[config.mk]
export PLATFORM = sky130hd
export DESIGN_NAME = sg_dma_chan
export DESIGN_NICKNAME = d
export VERILOG_FILES = /design/src/rtl/sg_dma_pkg.sv /design/src/rtl/sg_dma_div.sv /design/src/rtl/sg_dma_pace.sv /design/src/rtl/sg_dma_chunk.sv /design/src/rtl/sg_dma_chan.sv
export SDC_FILE = /design/constraint.sdc
export NUM_CORES = 1
export LEC_CHECK = 0
export BUFFER_PORTS_ARGS = -buffer_cell sky130_fd_sc_hd__buf_2
export CORE_MARGIN = 4
export CORE_UTILIZATION = 50
export DETAILED_ROUTE_END_ITERATION = 6
export HOLD_SLACK_MARGIN = 0.08
export PLACE_DENSITY = 0.7
export SLEW_MARGIN = 20
export SYNTH_ARGS = -nofsm -noshare
export SYNTH_HDL_FRONTEND = slang
export SYNTH_SLANG_ARGS = --single-unit
[constraint.sdc]
create_clock -name clk_i -period 3.5 [get_ports clk_i]
set_input_delay 0 -clock clk_i [delete_from_list [all_inputs] [get_ports clk_i]]
set_output_delay 0 -clock clk_i [all_outputs]
set_load 0.03 [all_outputs]
[src/rtl/sg_dma_pkg.sv]
package sg_dma_pkg;
  typedef enum logic [2:0] {
    ST_IDLE, ST_DIV, ST_PACE, ST_FETCH, ST_REQ, ST_RSP, ST_PUT, ST_HOLD
  } dma_st_e;

  localparam logic [1:0] RSP_OK  = 2'b00;
  localparam logic [1:0] RSP_NAK = 2'b01;

  function automatic logic rsp_is_err(input logic [1:0] s);
    return s[1];
  endfunction
endpackage

[src/rtl/sg_dma_div.sv]
module sg_dma_div #(
  parameter int NUM_W = 40,
  parameter int DEN_W = 16,
  parameter int OUT_W = 32
) (
  input  logic             clk_i,
  input  logic             rst_ni,
  input  logic             start_i,
  input  logic [NUM_W-1:0] num_i,
  input  logic [DEN_W-1:0] den_i,
  output logic             done_o,
  output logic [OUT_W-1:0] quo_o
);
  localparam int CNT_W = $clog2(NUM_W + 1);

  logic [NUM_W-1:0] q_q;
  logic [DEN_W-1:0] r_q, d_q, r_nx;
  logic [DEN_W:0]   r_sh;
  logic [CNT_W-1:0] cnt_q;
  logic             busy_q, ge;

  always_comb begin
    r_sh = {r_q, q_q[NUM_W-1]};
    ge   = r_sh >= {1'b0, d_q};
    r_nx = ge ? DEN_W'(r_sh - {1'b0, d_q}) : DEN_W'(r_sh);
  end

  always_ff @(posedge clk_i or negedge rst_ni) begin
    if (!rst_ni) begin
      q_q <= '0; r_q <= '0; d_q <= '0; cnt_q <= '0; busy_q <= 1'b0;
    end else if (start_i) begin
      q_q <= num_i; r_q <= '0; d_q <= den_i;
      cnt_q <= CNT_W'(NUM_W); busy_q <= 1'b1;
    end else if (busy_q) begin
      if (cnt_q != '0) begin
        r_q   <= r_nx;
        q_q   <= {q_q[NUM_W-2:0], ge};
        cnt_q <= cnt_q - 1'b1;
      end else begin
        busy_q <= 1'b0;
      end
    end
  end

  assign done_o = busy_q && (cnt_q == '0);
  // saturate a quotient too wide for the time base
  assign quo_o  = (|q_q[NUM_W-1:OUT_W]) ? '1 : q_q[OUT_W-1:0];
endmodule

[src/rtl/sg_dma_pace.sv]
module sg_dma_pace #(
  parameter int TIME_W = 32
) (
  input  logic              clk_i,
  input  logic              rst_ni,
  input  logic [TIME_W-1:0] cycle_i,
  input  logic              load_i,
  input  logic              ivl_we_i,
  input  logic [TIME_W-1:0] ivl_i,
  input  logic              step_i,
  output logic              due_o
);
  logic [TIME_W-1:0] next_q, ivl_q;

  always_ff @(posedge clk_i or negedge rst_ni) begin
    if (!rst_ni) begin
      next_q <= '0; ivl_q <= '0;
    end else begin
      if (load_i)        next_q <= cycle_i;
      else if (step_i)   next_q <= next_q + ivl_q;
      if (ivl_we_i)      ivl_q  <= ivl_i;
    end
  end

  assign due_o = cycle_i >= next_q;
endmodule

[src/rtl/sg_dma_chunk.sv]
module sg_dma_chunk #(
  parameter int LINE_SH = 8,
  parameter int LEN_W   = 16,
  parameter int PG_W    = 12
) (
  input  logic [PG_W-1:0]    off_i,
  input  logic [LEN_W-1:0]   rem_i,
  output logic [LINE_SH:0]   len_o
);
  localparam int CL_W = LINE_SH + 1;
  logic [CL_W-1:0] room;

  always_comb begin
    // bytes left up to the next line boundary (full line when aligned)
    room  = CL_W'(1 << LINE_SH) - CL_W'(off_i[LINE_SH-1:0]);
    len_o = (rem_i < LEN_W'(room)) ? CL_W'(rem_i) : room;
  end
endmodule

[src/rtl/sg_dma_chan.sv]
module sg_dma_chan
  import sg_dma_pkg::*;
#(
  parameter int LEN_W      = 16,
  parameter int TIME_W     = 32,
  parameter int ADDR_W     = 32,
  parameter int IDX_W      = 8,
  parameter int PAGE_BYTES = 4096,
  parameter int LINE_CFG   = 0,
  localparam int LINE_B    = (LINE_CFG == 0) ? 256 : LINE_CFG,
  localparam int LINE_SH   = $clog2(LINE_B),
  localparam int PG_W      = $clog2(PAGE_BYTES),
  localparam int CL_W      = LINE_SH + 1
) (
  input  logic              clk_i,
  input  logic              rst_ni,
  input  logic [TIME_W-1:0] cycle_i,
  input  logic              start_valid_i,
  input  logic [LEN_W-1:0]  start_len_i,
  input  logic [PG_W-1:0]   start_off_i,
  input  logic              start_wr_i,
  input  logic [TIME_W-1:0] start_deadline_i,
  output logic              start_reject_o,
  output logic              busy_o,
  output logic              done_o,
  output logic              err_o,
  output logic [LEN_W-1:0]  moved_o,
  output logic [IDX_W-1:0]  pg_idx_o,
  input  logic [ADDR_W-1:0] pg_addr_i,
  output logic              mem_req_valid_o,
  input  logic              mem_req_ready_i,
  output logic              mem_req_write_o,
  output logic [ADDR_W-1:0] mem_req_addr_o,
  output logic [CL_W-1:0]   mem_req_len_o,
  input  logic              mem_rsp_valid_i,
  input  logic [1:0]        mem_rsp_status_i,
  output logic              dev_valid_o,
  input  logic              dev_ready_i,
  output logic              dev_to_mem_o,
  output logic [CL_W-1:0]   dev_len_o
);
  localparam int NUM_W = TIME_W + LINE_SH;

  dma_st_e           st_q;
  logic [LEN_W-1:0]  rem_q, moved_q;
  logic [PG_W-1:0]   off_q;
  logic [IDX_W-1:0]  idx_q;
  logic [CL_W-1:0]   clen_q, clen_cut;
  logic [TIME_W-1:0] dl_q, dl_eff, ivl;
  logic              wr_q, retry_q, err_q, done_q, rej_q;
  logic              accept, div_done, due, step, adv;
  logic [PG_W:0]     off_sum;

  assign accept = (st_q == ST_IDLE) && start_valid_i && (start_len_i != '0);
  assign dl_eff = (start_deadline_i < cycle_i) ? cycle_i : start_deadline_i;
  assign step   = (st_q == ST_PACE) && (rem_q != '0) && due;

  // chunk completes: OK on a write, device hand-off on a read
  assign adv = ((st_q == ST_RSP) && mem_rsp_valid_i && (mem_rsp_status_i == RSP_OK) && wr_q) ||
               ((st_q == ST_PUT) && dev_ready_i);
  assign off_sum = {1'b0, off_q} + (PG_W+1)'(clen_q);

  sg_dma_div #(.NUM_W(NUM_W), .DEN_W(LEN_W), .OUT_W(TIME_W)) u_div (
    .clk_i   (clk_i),
    .rst_ni  (rst_ni),
    .start_i (accept),
    .num_i   ({dl_eff - cycle_i, {LINE_SH{1'b0}}}),
    .den_i   (start_len_i),
    .done_o  (div_done),
    .quo_o   (ivl)
  );

  sg_dma_pace #(.TIME_W(TIME_W)) u_pace (
    .clk_i    (clk_i),
    .rst_ni   (rst_ni),
    .cycle_i  (cycle_i),
    .load_i   (accept),
    .ivl_we_i (div_done && (st_q == ST_DIV)),
    .ivl_i    (ivl),
    .step_i   (step),
    .due_o    (due)
  );

  sg_dma_chunk #(.LINE_SH(LINE_SH), .LEN_W(LEN_W), .PG_W(PG_W)) u_chunk (
    .off_i (off_q),
    .rem_i (rem_q),
    .len_o (clen_cut)
  );

  always_ff @(posedge clk_i or negedge rst_ni) begin
    if (!rst_ni) begin
      st_q <= ST_IDLE;
      rem_q <= '0; moved_q <= '0; off_q <= '0; idx_q <= '0; clen_q <= '0;
      dl_q <= '0; wr_q <= 1'b0; retry_q <= 1'b0; err_q <= 1'b0;
      done_q <= 1'b0; rej_q <= 1'b0;
    end else begin
      done_q <= 1'b0;
      rej_q  <= start_valid_i && ((st_q != ST_IDLE) || (start_len_i == '0));
      unique case (st_q)
        ST_IDLE: if (accept) begin
          wr_q <= start_wr_i; rem_q <= start_len_i; off_q <= start_off_i;
          idx_q <= '0; moved_q <= '0; err_q <= 1'b0; retry_q <= 1'b0;
          dl_q <= dl_eff; st_q <= ST_DIV;
        end
        ST_DIV: if (div_done) st_q <= ST_PACE;
        ST_PACE: begin
          if (rem_q == '0) st_q <= ST_HOLD;
          else if (due) begin
            clen_q <= clen_cut;
            st_q   <= (wr_q && !retry_q) ? ST_FETCH : ST_REQ;
          end
        end
        ST_FETCH: if (dev_ready_i) st_q <= ST_REQ;
        ST_REQ:   if (mem_req_ready_i) st_q <= ST_RSP;
        ST_RSP: if (mem_rsp_valid_i) begin
          if (rsp_is_err(mem_rsp_status_i)) begin
            err_q <= 1'b1; done_q <= 1'b1; st_q <= ST_IDLE;
          end else if (mem_rsp_status_i == RSP_NAK) begin
            retry_q <= 1'b1; st_q <= ST_PACE;
          end else begin
            st_q <= wr_q ? ST_PACE : ST_PUT;
          end
        end
        ST_PUT:  if (dev_ready_i) st_q <= ST_PACE;
        ST_HOLD: if (cycle_i >= dl_q) begin
          done_q <= 1'b1; st_q <= ST_IDLE;
        end
        default: st_q <= ST_IDLE;
      endcase

      if (adv) begin
        retry_q <= 1'b0;
        rem_q   <= rem_q - LEN_W'(clen_q);
        moved_q <= moved_q + LEN_W'(clen_q);
        if (off_sum == (PG_W+1)'(PAGE_BYTES)) begin
          off_q <= '0;
          idx_q <= idx_q + 1'b1;
        end else begin
          off_q <= off_sum[PG_W-1:0];
        end
      end
    end
  end

  assign start_reject_o  = rej_q;
  assign busy_o          = (st_q != ST_IDLE);
  assign done_o          = done_q;
  assign err_o           = err_q;
  assign moved_o         = moved_q;
  assign pg_idx_o        = idx_q;
  assign mem_req_valid_o = (st_q == ST_REQ);
  assign mem_req_write_o = wr_q;
  assign mem_req_addr_o  = pg_addr_i + ADDR_W'(off_q);
  assign mem_req_len_o   = clen_q;
  assign dev_valid_o     = (st_q == ST_FETCH) || (st_q == ST_PUT);
  assign dev_to_mem_o    = wr_q;
  assign dev_len_o       = clen_q;
endmodule

==> flow_summary.toml <==
[run_status]
status = "complete, but fails checks"
violations = "negative setup slack"

[synthesis]
synth-seq-area-share = 0.320
ys_ff_latch = 244
syn_nets = 2645
synthFlopType = "dfrtp_1"
synth.distinct_cells = 77
synth.avg_cell_area_um2 = 8.36
syn-instance-count = 2282
async_flop_share = 1.00
syn_area_um2 = 19100
synth_edf_count = 0
yosysWarnings = 0

[setup_path]
path_max_fanout = 5
crit_buf_inv = 4
worstPathRequired_ns = 3.96
slowest_delay_ns = 0.43
cp-end-kind = "flop"
crit_slowest_cell = "a221o_2"
cp-start-kind = "input port"
setup.worst_path.class = "input port to flop"
cpLargestDelayFamily = "compound AO/OA/AOI/OAI gates"
rrSetupSlack_ns = 0.15
crit_arrival_ns = 4.51
path_cells = "buf_8 -> inv_4 -> ha_4 -> o21a_1 -> o2111ai_2 -> nor2_2 -> a2111oi_4 -> nor2_1 -> a221o_2 -> buf_8 -> buf_4 -> mux2_2 -> ha_4 -> a21oi_2 -> o21ai_1 -> a221o_1 -> a21oi_4 -> o21ai_4 -> o41ai_4 -> o31ai_2 -> a21oi_1 -> nor3_1 -> a311o_1"

[timing]
finalSetupTns_ns = -7.35
hold_violations = 0
finClkSkew_ns = 0.0259
setup_violations = 23
layout_setup_ws_ns = -0.554
fin_crit_ns = 4.05
slew_violations = 0
slew_headroom = 0.281
period_share = 1.16
timing.fmax_ghz = 0.247
grt_setup_unrepaired = "true"
worst_pin_slew_ns = 1.07

[power_and_ir_drop]
p_leak_nw = 12.4
irDropWorstVdd_v = 0.000402
powerDensity_nw_per_um2 = 797

[floorplanning]
start_util = 0.507
core-area_um2 = 37700
die_h_um = 203
top_level_ports = 215
num_rows = 71
fp.dieW_um = 203
die_area_um2 = 41400

[detailed_routing]
antenna_left = 0
drt_iter0_drc = 1233
vias = 19300
vias_per_cell = 5.79
wl_per_cell_um = 18.6
drcViolationCount = 0
wl_mm = 61.9
drt-pass1-iter-count = 5

[clock_tree]
cts_buffer_depth = 3
clock_sinks = 244
cts_tree = "yes"
cts_buffers = 29
cts_root_buf = "clkbuf_16"
path_clk_slew_ns = 0.06
clkLatencyLatePin_ns = 0.58
cts.htree.levels = 1

[flow_run]
cap_violations = 0

[finish]
area_growth_syn_to_layout_pct = 33.3
final_nets = 3156
fin_cells = 3327
final_common_cell = "nand2_1"
antenna_cells = 0
drive_gt1_frac = 0.238
layout_common_cells = "nand2_1 (261), dfrtp_1 (242), buf_4 (219)"
design_area_um2 = 25400

[placement]
dpl-instance-area_um2 = 22200
dp_hpwl_mm = 43.8
place_congestion = 0.938
dp_cells = 3124
port_buffers = 214

[global_routing]
antenna_found_initial = 1
grt.met1_usage = 0.367
grt_max_degree = 107
grt_pass1_wl_mm = 97.2
overflow = 0
grt_pass1_vias = 19300
grt_use_met3 = 0.0385
top_usage_layer = "met2"
grtUsageTotal = 0.281
grt_util_met2 = 0.483

[worst_hold_path]
hp-class = "input port to asynchronous set/reset pin"
[path summary, 6_finish.rpt]
check | startpoint | end | cells past startpoint
max | cycle_i[7] | u_div.q_q[38]$_DFFE_PN0P_ | 23
min | rst_ni | dl_q[9]$_DFFE_PN0P_ | 2
max reg2reg | u_pace.next_q[0]$_DFFE_PN0P_ | u_pace.next_q[24]$_DFFE_PN0P_ | 13
min reg2reg | moved_o[15]$_DFFE_PN0P_ | moved_o[15]$_DFFE_PN0P_ | 1
max in group asynchronous | rst_ni | dl_q[30]$_DFFE_PN0P_ | 3
min in group clk_i | mem_req_ready_i | st_q[1]$_DFFE_PN0P_ | 7
[metal layers]
metal / vias to the layer above / share of wire
met5: - / 0.00021
met2: 687 / 0.48
li1: 9138 / -
met4: 2 / 0.037
met1: 9268 / 0.42
met3: 166 / 0.059
[synth_stat cells, drive strengths merged, types with 5 or more instances]
cell type  count  area (µm²)
o21bai        12        90.1
nor2b         23         151
a2111oi        7        67.6
fa             7         140
nand2        262         983
a21o          50         375
dfrtp        244        6110
o22ai          6        37.5
nor2         188         713
buf           27         160
o221ai        15         131
and2          14        87.6
o211ai         5        37.5
a211oi        29         223
o21a          20         150
mux2i         24         240
or4            8        60.1
nand4         25         156
xnor2         65         569
a22oi         18         135
ha           223        2790
or3           14        87.6
o31a           5        43.8
inv          193         724
nand2b        28         175
clkbuf        62         233
a21boi        13         101
nor3          47         240
o31ai         11        82.6
nor4          14        87.6
or2            7        43.8
nand3         47         235
o311ai         5        43.8
o21ai        206        1030
a21oi        149         749
a31oi         46         288
a221o         10         100
and3          22         138
mux2          40         450
xor2          46         403
[cell families (layout without fill, tap and decap cells)]
group,Yosys count,in the layout,share of synthesized area
compound gates,638,638,0.209
xor+xnor,111,111,0.0510
flops,244,244,0.320
fa+ha+maj,230,230,0.154
mux,64,64,0.0362
simple gates,713,713,0.172
buf+inv,282,816,0.0586
[sequential cells by signal, summed over array words and instances (netlist names), 3 cells and up]
| register | count |
|---|---|
| u_pace.ivl_q | 32 |
| pg_idx_o | 8 |
| u_div.r_q | 16 |
| st_q | 3 |
| dl_q | 32 |
| moved_o | 16 |
| rem_q | 16 |
| u_div.d_q | 16 |
| off_q | 12 |
| dev_len_o | 9 |
| u_pace.next_q | 32 |
| u_div.cnt_q | 6 |
| u_div.q_q | 40 |
[timing repair]
item / CTS / global route
gates cloned: 0 / 2
setup endpoints to repair: 40 / 56
setup buffers: 12 / 12
endpoints found under the hold margin: 226 / 0
hold buffers: 124 / 0
pin swaps: 31 / 45
resized for setup: 66 / 92
[final cells by class]
class | count | area, µm²
Clock buffer | 34 | 764
Clock inverter | 20 | 245
Fill cell | 3021 | 12200
Inverter | 193 | 739
Multi-Input combinational cell | 1756 | 12700
Sequential cell | 244 | 6110
Tap cell | 511 | 639
Timing Repair Buffer | 569 | 4220
[stage by stage]
step	power [W]	setup WS [ns]	hold slack, ns	utilization
5_1_grt	0.0219	-0.719	0.165	0.675
3_5_place_dp	0.0162	-1.47	0.145	0.590
6_report	0.0203	-0.554	0.0862	0.675
2_1_floorplan	0.0131	-0.827	-0.296	-
3_3_place_gp	0.0158	-1.34	0.135	0.590
4_1_cts	0.0199	-0.428	0.126	0.660
[power by group]
group / total [W] / switching (W) / internal [W] / leakage, nW
sequential: 0.00516 / 0.00108 / 0.00408 / 3.05
clock: 0.00323 / 0.00129 / 0.00193 / 0.487
combinational: 0.0119 / 0.00686 / 0.00502 / 8.83
(Power assumes the default switching activity.)
